## src/rtl/tbg_pkg.sv

```systemverilog
package tbg_pkg;
  typedef enum logic [1:0] {
    ST_IDLE = 2'd0,
    ST_TONE = 2'd1,
    ST_GAP  = 2'd2
  } seq_state_e;

  localparam logic [1:0] MODE_OFF    = 2'b00;
  localparam logic [1:0] MODE_SINGLE = 2'b01;
  localparam logic [1:0] MODE_MULTI  = 2'b10;
  localparam logic [1:0] MODE_CONT   = 2'b11;
endpackage

```

## src/rtl/tbg_level.sv

```systemverilog
module tbg_level #(
  parameter int W  = 16,
  parameter int LW = 5
) (
  input  logic [LW-1:0] level,
  output logic [W-2:0]  mag
);
  localparam logic [W-2:0] FULL = '1;

  logic [LW-1:0] grp;
  logic [1:0]    rem;
  logic [W-2:0]  base;

  // 6 dB per group of three codes, residual 0/2/4 dB by shift-and-add
  always_comb begin
    grp  = level / LW'(3);
    rem  = 2'(level % LW'(3));
    base = FULL >> grp;
    case (rem)
      2'd0:    mag = base;
      2'd1:    mag = base - (base >> 2) + (base >> 5) + (base >> 6);
      default: mag = (base >> 1) + (base >> 3) + (base >> 7);
    endcase
  end
endmodule

```

## src/rtl/tbg_pitch.sv

```systemverilog
module tbg_pitch #(
  parameter int FW      = 4,
  parameter int HP_BASE = 4,
  parameter int HP_STEP = 3,
  localparam int NTAB   = 1 << FW,
  localparam int HPW    = $clog2(HP_BASE + (NTAB - 1) * HP_STEP + 1)
) (
  input  logic          clk,
  input  logic          rst_n,
  input  logic          restart,
  input  logic          step,
  input  logic [FW-1:0] sel,
  output logic          neg
);
  logic [HPW-1:0] hp_tab [NTAB];
  logic [HPW-1:0] cnt;

  generate
    for (genvar g = 0; g < NTAB; g++) begin : g_tab
      assign hp_tab[g] = HPW'(HP_BASE + g * HP_STEP);
    end
  endgenerate

  always_ff @(posedge clk) begin
    if (!rst_n || restart) begin
      cnt <= '0;
      neg <= 1'b0;
    end else if (step) begin
      if (cnt >= hp_tab[sel] - HPW'(1)) begin
        cnt <= '0;
        neg <= ~neg;
      end else begin
        cnt <= cnt + HPW'(1);
      end
    end
  end

  // polarity only moves on a tone step or a restart
  assert_pitch_idle_R7: assert property (@(posedge clk) disable iff (!rst_n)
    (!step && !restart) |=> $stable(neg));
endmodule

```

## src/rtl/tbg_seq.sv

```systemverilog
module tbg_seq
  import tbg_pkg::*;
#(
  parameter int ONW      = 4,
  parameter int OFFW     = 3,
  parameter int ON_UNIT  = 1024,
  parameter int OFF_UNIT = 4096,
  localparam int ON_MAX  = (1 << ONW) * ON_UNIT,
  localparam int OFF_MAX = (1 << OFFW) * OFF_UNIT,
  localparam int CW      = $clog2((ON_MAX > OFF_MAX ? ON_MAX : OFF_MAX) + 1)
) (
  input  logic            clk,
  input  logic            rst_n,
  input  logic            adv,
  input  logic [1:0]      mode,
  input  logic [ONW-1:0]  on_len,
  input  logic [OFFW-1:0] off_len,
  output seq_state_e      state,
  output logic            restart,
  output logic            tone_step
);
  seq_state_e     nxt;
  logic [1:0]     mode_q;
  logic [CW-1:0]  cnt;
  logic [CW-1:0]  on_end, off_end;
  logic           on_last, off_last, single_edge, wrap;

  always_comb begin
    on_end      = CW'((int'(on_len) + 1) * ON_UNIT - 1);
    off_end     = CW'((int'(off_len) + 1) * OFF_UNIT - 1);
    on_last     = cnt >= on_end;
    off_last    = cnt >= off_end;
    single_edge = (mode == MODE_SINGLE) && (mode_q != MODE_SINGLE);
    tone_step   = adv && (state == ST_TONE) && (mode != MODE_OFF);
  end

  always_comb begin
    nxt     = state;
    restart = 1'b0;
    wrap    = 1'b0;
    case (state)
      ST_IDLE: begin
        if (mode == MODE_CONT || mode == MODE_MULTI || single_edge) begin
          nxt     = ST_TONE;
          restart = 1'b1;
        end
      end
      ST_TONE: begin
        if (mode == MODE_OFF) begin
          nxt = ST_IDLE;
        end else if (adv && on_last) begin
          wrap = 1'b1;
          if (mode == MODE_MULTI)       nxt = ST_GAP;
          else if (mode == MODE_SINGLE) nxt = ST_IDLE;
        end
      end
      ST_GAP: begin
        if (mode == MODE_OFF) begin
          nxt = ST_IDLE;
        end else if (adv && off_last) begin
          if (mode == MODE_SINGLE) begin
            nxt = ST_IDLE;
          end else begin
            nxt     = ST_TONE;
            restart = 1'b1;
          end
        end
      end
      default: nxt = ST_IDLE;
    endcase
  end

  always_ff @(posedge clk) begin
    if (!rst_n) begin
      state  <= ST_IDLE;
      mode_q <= MODE_OFF;
      cnt    <= '0;
    end else begin
      state  <= nxt;
      mode_q <= mode;
      if (nxt != state || wrap)               cnt <= '0;
      else if (adv && state != ST_IDLE)       cnt <= cnt + CW'(1);
    end
  end

  // a held single mode never restarts a burst
  assert_no_retrigger_R5: assert property (@(posedge clk) disable iff (!rst_n)
    (state == ST_IDLE && mode == MODE_SINGLE && mode_q == MODE_SINGLE) |=> state != ST_TONE);
  // continuous mode never leaves the tone phase
  assert_cont_hold_R3: assert property (@(posedge clk) disable iff (!rst_n)
    (state == ST_TONE && mode == MODE_CONT) |=> state == ST_TONE);
endmodule

```

## src/rtl/tone_burst_gen.sv

```systemverilog
module tone_burst_gen
  import tbg_pkg::*;
#(
  parameter int W        = 16,
  parameter int FW       = 4,
  parameter int ONW      = 4,
  parameter int OFFW     = 3,
  parameter int LW       = 5,
  parameter int ON_UNIT  = 1024,
  parameter int OFF_UNIT = 4096,
  parameter int HP_BASE  = 4,
  parameter int HP_STEP  = 3
) (
  input  logic                clk,
  input  logic                rst_n,
  input  logic                tick,
  input  logic [1:0]          mode,
  input  logic [FW-1:0]       freq_sel,
  input  logic [ONW-1:0]      on_len,
  input  logic [OFFW-1:0]     off_len,
  input  logic [LW-1:0]       level,
  output logic                smp_valid,
  input  logic                smp_ready,
  output logic signed [W-1:0] smp_data,
  output logic                busy
);
  seq_state_e          seq_state;
  logic                adv, restart, tone_step, neg;
  logic [W-2:0]        mag;
  logic signed [W-1:0] nxt_sample;

  assign adv = tick && (!smp_valid || smp_ready);

  tbg_seq #(.ONW(ONW), .OFFW(OFFW), .ON_UNIT(ON_UNIT), .OFF_UNIT(OFF_UNIT)) u_seq (
    .clk(clk), .rst_n(rst_n), .adv(adv), .mode(mode), .on_len(on_len),
    .off_len(off_len), .state(seq_state), .restart(restart), .tone_step(tone_step)
  );

  tbg_pitch #(.FW(FW), .HP_BASE(HP_BASE), .HP_STEP(HP_STEP)) u_pitch (
    .clk(clk), .rst_n(rst_n), .restart(restart), .step(tone_step),
    .sel(freq_sel), .neg(neg)
  );

  tbg_level #(.W(W), .LW(LW)) u_level (.level(level), .mag(mag));

  always_comb begin
    if (!tone_step)  nxt_sample = '0;
    else if (neg)    nxt_sample = -$signed({1'b0, mag});
    else             nxt_sample = $signed({1'b0, mag});
  end

  always_ff @(posedge clk) begin
    if (!rst_n) begin
      smp_valid <= 1'b0;
      smp_data  <= '0;
    end else if (adv) begin
      smp_valid <= 1'b1;
      smp_data  <= nxt_sample;
    end else if (smp_ready) begin
      smp_valid <= 1'b0;
    end
  end

  assign busy = (seq_state == ST_TONE);

  // an unread sample is held under back-pressure
  assert_hold_R9: assert property (@(posedge clk) disable iff (!rst_n)
    (smp_valid && !smp_ready) |=> (smp_valid && $stable(smp_data)));
  // off mode silences the next clock
  assert_quiet_R2: assert property (@(posedge clk) disable iff (!rst_n)
    (mode == MODE_OFF) |=> !busy);
  // a step taken outside the tone phase emits zero
  assert_silent_emit_R6: assert property (@(posedge clk) disable iff (!rst_n)
    (adv && !busy) |=> (smp_data == '0));
endmodule

```

## config.mk

```make
export PLATFORM = sky130hd
export DESIGN_NAME = tone_burst_gen
export DESIGN_NICKNAME = d
export VERILOG_FILES = /design/src/rtl/tbg_pkg.sv /design/src/rtl/tbg_level.sv /design/src/rtl/tbg_pitch.sv /design/src/rtl/tbg_seq.sv /design/src/rtl/tone_burst_gen.sv
export SDC_FILE = /design/constraint.sdc
export NUM_CORES = 1
export LEC_CHECK = 0
export BUFFER_PORTS_ARGS = -buffer_cell sky130_fd_sc_hd__buf_2
export CAP_MARGIN = 25
export CORE_MARGIN = 3
export CORE_UTILIZATION = 57
export CTS_CLUSTER_SIZE = 8
export DETAILED_ROUTE_END_ITERATION = 7
export MAX_ROUTING_LAYER = met4
export PLACE_DENSITY = 0.79
export SYNTH_ARGS = -nofsm -noshare
export SYNTH_HDL_FRONTEND = slang
export SYNTH_SLANG_ARGS = --single-unit
```

## constraint.sdc

```tcl
create_clock -name clk -period 6.3 [get_ports clk]
set_input_delay 0 -clock clk [delete_from_list [all_inputs] [get_ports clk]]
set_output_delay 0 -clock clk [all_outputs]
set_load 0.02 [all_outputs]
```

---- Word level (Yosys, flattened, before mapping) ----
Memory sizes are Yosys's and may differ from the RTL's.
Cells that the tools add are included.
storage, ports and cells
  register bits after elaboration ......... 44
  memory bits (read-only) ................. 96
  input bits .............................. 22
  output and inout bits ................... 18
  memories ................................ 1
cells by class
  add/sub/neg operators ................... 13
  div/mod/pow operators ................... 2
  order comparisons ....................... 4
  equal/unequal tests ..................... 8
  shift operators ......................... 1
  mux-type cells .......................... 25
  bitwise logic cells ..................... 3
  reduce and logical (&&, ||, !) cells .... 22
memories
  name              words  bits a word  rd ports  clocked after memory_dff  wr ports  line             source
  (name not given)  16     6            1         0                         0         tbg_pitch.sv:29  if (cnt >= hp_tab[sel] - HPW'(1)) begin
operators with widths
  kind                   number
  $ge 16x16->1           2
  $mux 16                2
  $sub 16x2->16 const B  2
  $pmux 15 s2            1
  $mux 6                 3
  $add 16x1->16 const B  1
  $neg 15->16            1
  $add 14x12->15         1
  $add 15x10->15         1
  $add 15x8->15          1
  $add 15x9->15          1
  $shr 15x5->15 const A  1
  $sub 15x13->15         1
  $mux 2                 7
  $mux 1                 10
  $logic_and 1x1->1      7
  $add 6x1->6 const B    1
  $eq 2x1->1 const B     3
  $eq 2x2->1 const B     3
  $ge 6x6->1             1
  $logic_not 2->1        3
  $pmux 2 s3             1
  $reduce_bool 2->1      3
  $sub 6x1->6 const B    1
  other kinds (14)       20

---- Logic depth before layout (Yosys ltp) ----
  word-level depth ........................ 10
  gate-level depth with buffers ........... 33

---- By module ----
Synthesis repeated with hierarchy kept, for this count alone.
second synthesis, totals
  cells, all modules ...................... 670
  area total of the unflattened synthesis .. 5456.5 um2
modules (own cells, without submodules)
  module          instances  cells an instance  area each (um2)
  tbg_level       1          323                2563.7
  tbg_seq         1          170                1388.8
  tone_burst_gen  1          107                874.6
  tbg_pitch       1          70                 629.4

---- Least setup slack after synthesis ----
No wires, ideal clock.
  kind .................................... in2reg
  from .................................... input port level[3]
  to ...................................... register smp_data[14]
  data arrival time ....................... 6.543 ns
  data required time ...................... 6.236 ns
  setup slack ............................. -0.307 ns
  cell stages on the path ................. 30
  buffers on the path ..................... 3
  cells stage by stage .................... buf_4 clkbuf_1 ha_1 buf_2 or3_1 nand3_1 nand2_1 inv_2 ha_1 or3_1 nor3_1 and4bb_2 mux2_4 nor2_1 a31oi_1 inv_1 fa_1 fa_1 inv_1 ha_1 a21o_1 a221o_1 o21ba_2 a221o_1 a21oi_1 xnor3_1 a22oi_1 nand3_1 or2b_1 nand4_1
between the ends
  longest elaborated chain between the ends .. 9
  elaborated cells on any way between the ends .. 14
  those cells by class .................... add/sub: 6; div: 2; eq/ne: 1; shift: 1; mux: 3; reduce/logical: 1
RTL lines
  element                 line                  source
  start: declaration      tone_burst_gen.sv:21  input logic [LW-1:0] level,
  $div 5x2->5             tbg_level.sv:16       grp = level / LW'(3);
  $shr 15x5->15           tbg_level.sv:18       base = FULL >> grp;
  $sub 15x13->15          tbg_level.sv:21       2'd1: mag = base - (base >> 2) + (base >> 5) + (base >> 6);
  $add 15x10->15          tbg_level.sv:21
  $add 15x9->15           tbg_level.sv:21
  $pmux 15 s2 (*)         tbg_level.sv:19       case (rem)
  $neg 15->16             tone_burst_gen.sv:48  else if (neg) nxt_sample = -$signed({1'b0, mag});
  $mux 16 (*)             tone_burst_gen.sv:48
  $mux 16 (*)             tone_burst_gen.sv:47  if (!tone_step) nxt_sample = '0;
  end signal: assignment  tone_burst_gen.sv:58  smp_data <= nxt_sample;
  end: declaration        tone_burst_gen.sv:24  output logic signed [W-1:0] smp_data,
Mark *: on every way between the ends. The rest lies on a longest branch, timed or not.
A chain may end at the register's enable or synchronous reset.

---- Final worst setup path ----
Same ends and word-level chain as after synthesis.

==> metrics.md <==
| Metric | Value |
|---|---|
| Outcome | `finished, final reports clean` |
| Max IR drop VDD | `roughly 240 uV` |
| DR iter-0 viols | `between 400 and 500` |
| Die W | `roughly 110 um` |
| Register area share after synthesis | `roughly 15%` |
| Starting Density | `58.9%` |
| Tcrit/Tclk final | `between 90% and 100%` |
| Max_slew headroom | `56.9%` |
| Nets | `roughly 900` |
| Commonest non-fill, non-tap cells in the layout | `ha_1 (73), nand2_1 (70), nor2_1 (69)` |
| Max-Cap Viols | `0` |
| Crit. End Element | `flip-flop` |
| Setup WS post-layout | `approximately 0.32 ns` |
| CP max-delay cell | `fa_1` |
| Largest net degree at the start of global routing | `22` |
| Die area | `11,400 sq um` |
| CP Class | `in -> reg` |
| First-pass GRT wire length | `~25 mm` |
| Post-Syn Area | `a little under 6000 sq um` |
| Max Clk Rate | `roughly 170 MHz` |
| Avg WL per Cell | `16.1 um` |
| Worst skew pair latency | `slightly below 0.3 ns` |
| Internal power | `879 uW` |
| Post-DRT Antenna Nets | `0` |
| Setup Viol. Count Final | `0` |
| Clk root buf | `clkbuf_8` |
| Sw Ratio | `48.4%` |
| CP Capture Point | `smp_data[14]` |
| N_diodes | `0` |
| Cell taking the most area after synthesis | `ha_1` |
| GRT Overall Usage | `between 20% and 30%` |
| Crit-path max FO | `13` |
| Worst endpoint required time | `about 6.5 ns` |
| Area of the core | `approximately 10000 sq um` |
| Syn Inst Count | `729` |
| Final Hold Viols | `0` |
| Net Count, Synth | `about 840` |
| Worst Tran Pin Value | `~0.64 ns` |
| CTS tree | `built` |
| Setup Buffers After CTS | `0` |
| H-tree depth | `2` |
| GPL Wtd Cong | `around 0.95` |
| Gate power share | `between 70% and 80%` |
| TNS Setup | `0 ns` |
| Yosys warnings | `0` |
| Layout cells sized above 1 | `15.4%` |
| Dpl hpwl | `12.1 mm` |
| Via count | `5,443` |
| Initial antenna violation count | `0` |
| Syn_area_per_cell | `7.97 sq um` |
| Post-synth EDFFs | `0` |
| Max Root-Sink Buffers | `2` |
| Port buffer count | `39` |
| PwrDens | `around 260 nW/um^2` |
| Final clock skew | `about 0.012 ns` |
| Worst Setup SP | `level[3]` |
| Critical Path AT | `6.21 ns` |
| DR DRC count | `0` |
| Commonest non-fill, non-tap cell in the layout | `ha_1` |
| Total congestion overflow | `0` |
| Sequential power share | `between 15 and 20%` |
| Number of top-level pins | `40` |
| Max Slew Vio Count | `0` |
| Type of origin of the critical path | `input pin` |
| Top post-synthesis cells by area | `ha_1 (16%), dfxtp_1 (15%), fa_1 (6.2%)` |
| Pleak | `between 0.002 and 0.003 uW` |
| R2R Setup Slk | `between 3 and 4 ns` |
| Post-route insts no fill | `914` |
| Dpl cells | `~900` |
| Switching Power | `826 uW` |
| Clock tree sinks | `between 40 and 50` |
| Reg-to-reg startpoint | `u_seq.cnt[0]` |
| Distinct cells, synth | `84` |
| Worst-path clk slew | `roughly 0.08 ns` |
| Fraction of registers with async set/reset | `0%` |
| WL final | `14.8 mm` |
| Vias per cell | `approximately 6` |
| Period minus WS final | `around 6 ns` |
| Delay of the slowest cell on the worst path | `between 0.5 and 0.6 ns` |
| TritonCTS buffer count | `5` |
| Hold Crit Class | `in -> reg` |
| Die Ht | `roughly 110 um` |
| Pre-CTS setup slack | `-0.182 ns` |
| Std cell rows | `36` |
| Top cell type's share of synthesized area | `between 10% and 20%` |
| Clock share of power | `9.8%` |
| Yosys reg bits | `44` |
| Vias in the first global route | `~5,200` |
| Predominant post-synthesis flop cell | `dfxtp_1` |
| Area delta synth->final | `11.2%` |
| RR Endpoint | `u_seq.cnt[8]` |
| FF-to-FF path depth | `12` |
| DRT Pass-1 Iters | `5` |
-- state kept, by name, indices dropped and copies added, names as in the netlist --
signal / count
smp_data: 16
smp_valid: 1
u_pitch.neg: 1
u_seq.mode_q: 2
u_seq.state: 2
u_pitch.cnt: 6
u_seq.cnt: 16
-- area by class of cell --
class,count,area (sq um)
Clock buffer,5,68.8
Clock inverter,2,12.5
Fill cell,815,3400
Inverter,64,243
Multi-Input combinational cell,601,4690
Sequential cell,44,881
Tap cell,133,166
Timing Repair Buffer,65,398
-- power groups by stage --
stage / combinational, uW / sequential [uW] / clock (uW)
4_1_cts: 1220 / 291 / 170
3_5_place_dp: 1220 / 298 / 0
2_1_floorplan: 918 / 305 / 0
5_1_grt: 1370 / 292 / 183
6_report: 1250 / 291 / 167
3_3_place_gp: 1190 / 297 / 0
-- synth_stat cells, drive strengths merged (10+ instances only) --
master,instances
fa,18
inv,64
o21ai,38
clkbuf,13
nand3,12
nand2b,10
nand2,71
a21oi,40
nor3,12
nor2,71
xor2,28
xnor2,32
a21o,18
ha,75
and2,14
dfxtp,44
-- worst min-delay path by stage --
stage | cells past startpoint | end | slack (ns) | start
after floorplan | 1 | u_seq.mode_q[0] | 0.12 | mode[0]
after CTS | 3 | smp_valid | 0.02 | smp_ready
after global routing | 3 | smp_valid | 0.03 | smp_ready
final | 3 | smp_valid | 0.03 | smp_ready
after detailed placement | 2 | smp_valid | 0.23 | tick
after global placement | 2 | smp_valid | 0.22 | tick
-- worst max-delay path: cells and delay by family --
kind	cells	cell delay, ns
XOR/XNOR	1	0.33
buffers and inverters	5	0.55
AO/OA/AOI/OAI	7	1.67
multiplexers	1	0.28
AND/OR/NAND/NOR	10	1.86
adder cells (fa/ha/maj)	4	1.48
-- per-layer routing --
metal	GRT usage, %	wire length, um	up-vias
li1	-	-	2681
met1	33.1	6530	2581
met2	46.9	7240	153
met3	1.81	621	28
met4	8.13	362	0
met5	-	0	-
-- logic make-up after synthesis --
group | share of synthesized area, %
and+or+nand+nor | 22.7
AOI/OAI and AO/OA | 22.4
adders and majority gates | 22.9
buffers and inverters | 5.77
xor gates and xnor gates | 9.43
DFF | 15.2
muxes | 1.74
-- timing repair --
| item | 4_1_cts | 5_1_grt |
|---|---|---|
| gates resized for setup | 0 | 12 |
| hold buffers | 3 | 0 |
| endpoints found under the setup margin | 0 | 9 |
| hold endpoints to repair | 3 | 0 |
-- stage by stage --
stage	hold WS (ns)	utilization (%)	power, uW	cell area, sq um
after detailed placement	0.227	63.8	1510	6300
final	0.0287	65.5	1700	6460
after global routing	0.0258	65.5	1840	6460
after floorplan	0.122	-	1220	5860
after CTS	0.0172	65.0	1680	6410
after global placement	0.221	63.8	1490	6300
No activity file was read; power rests on OpenSTA's default activity.
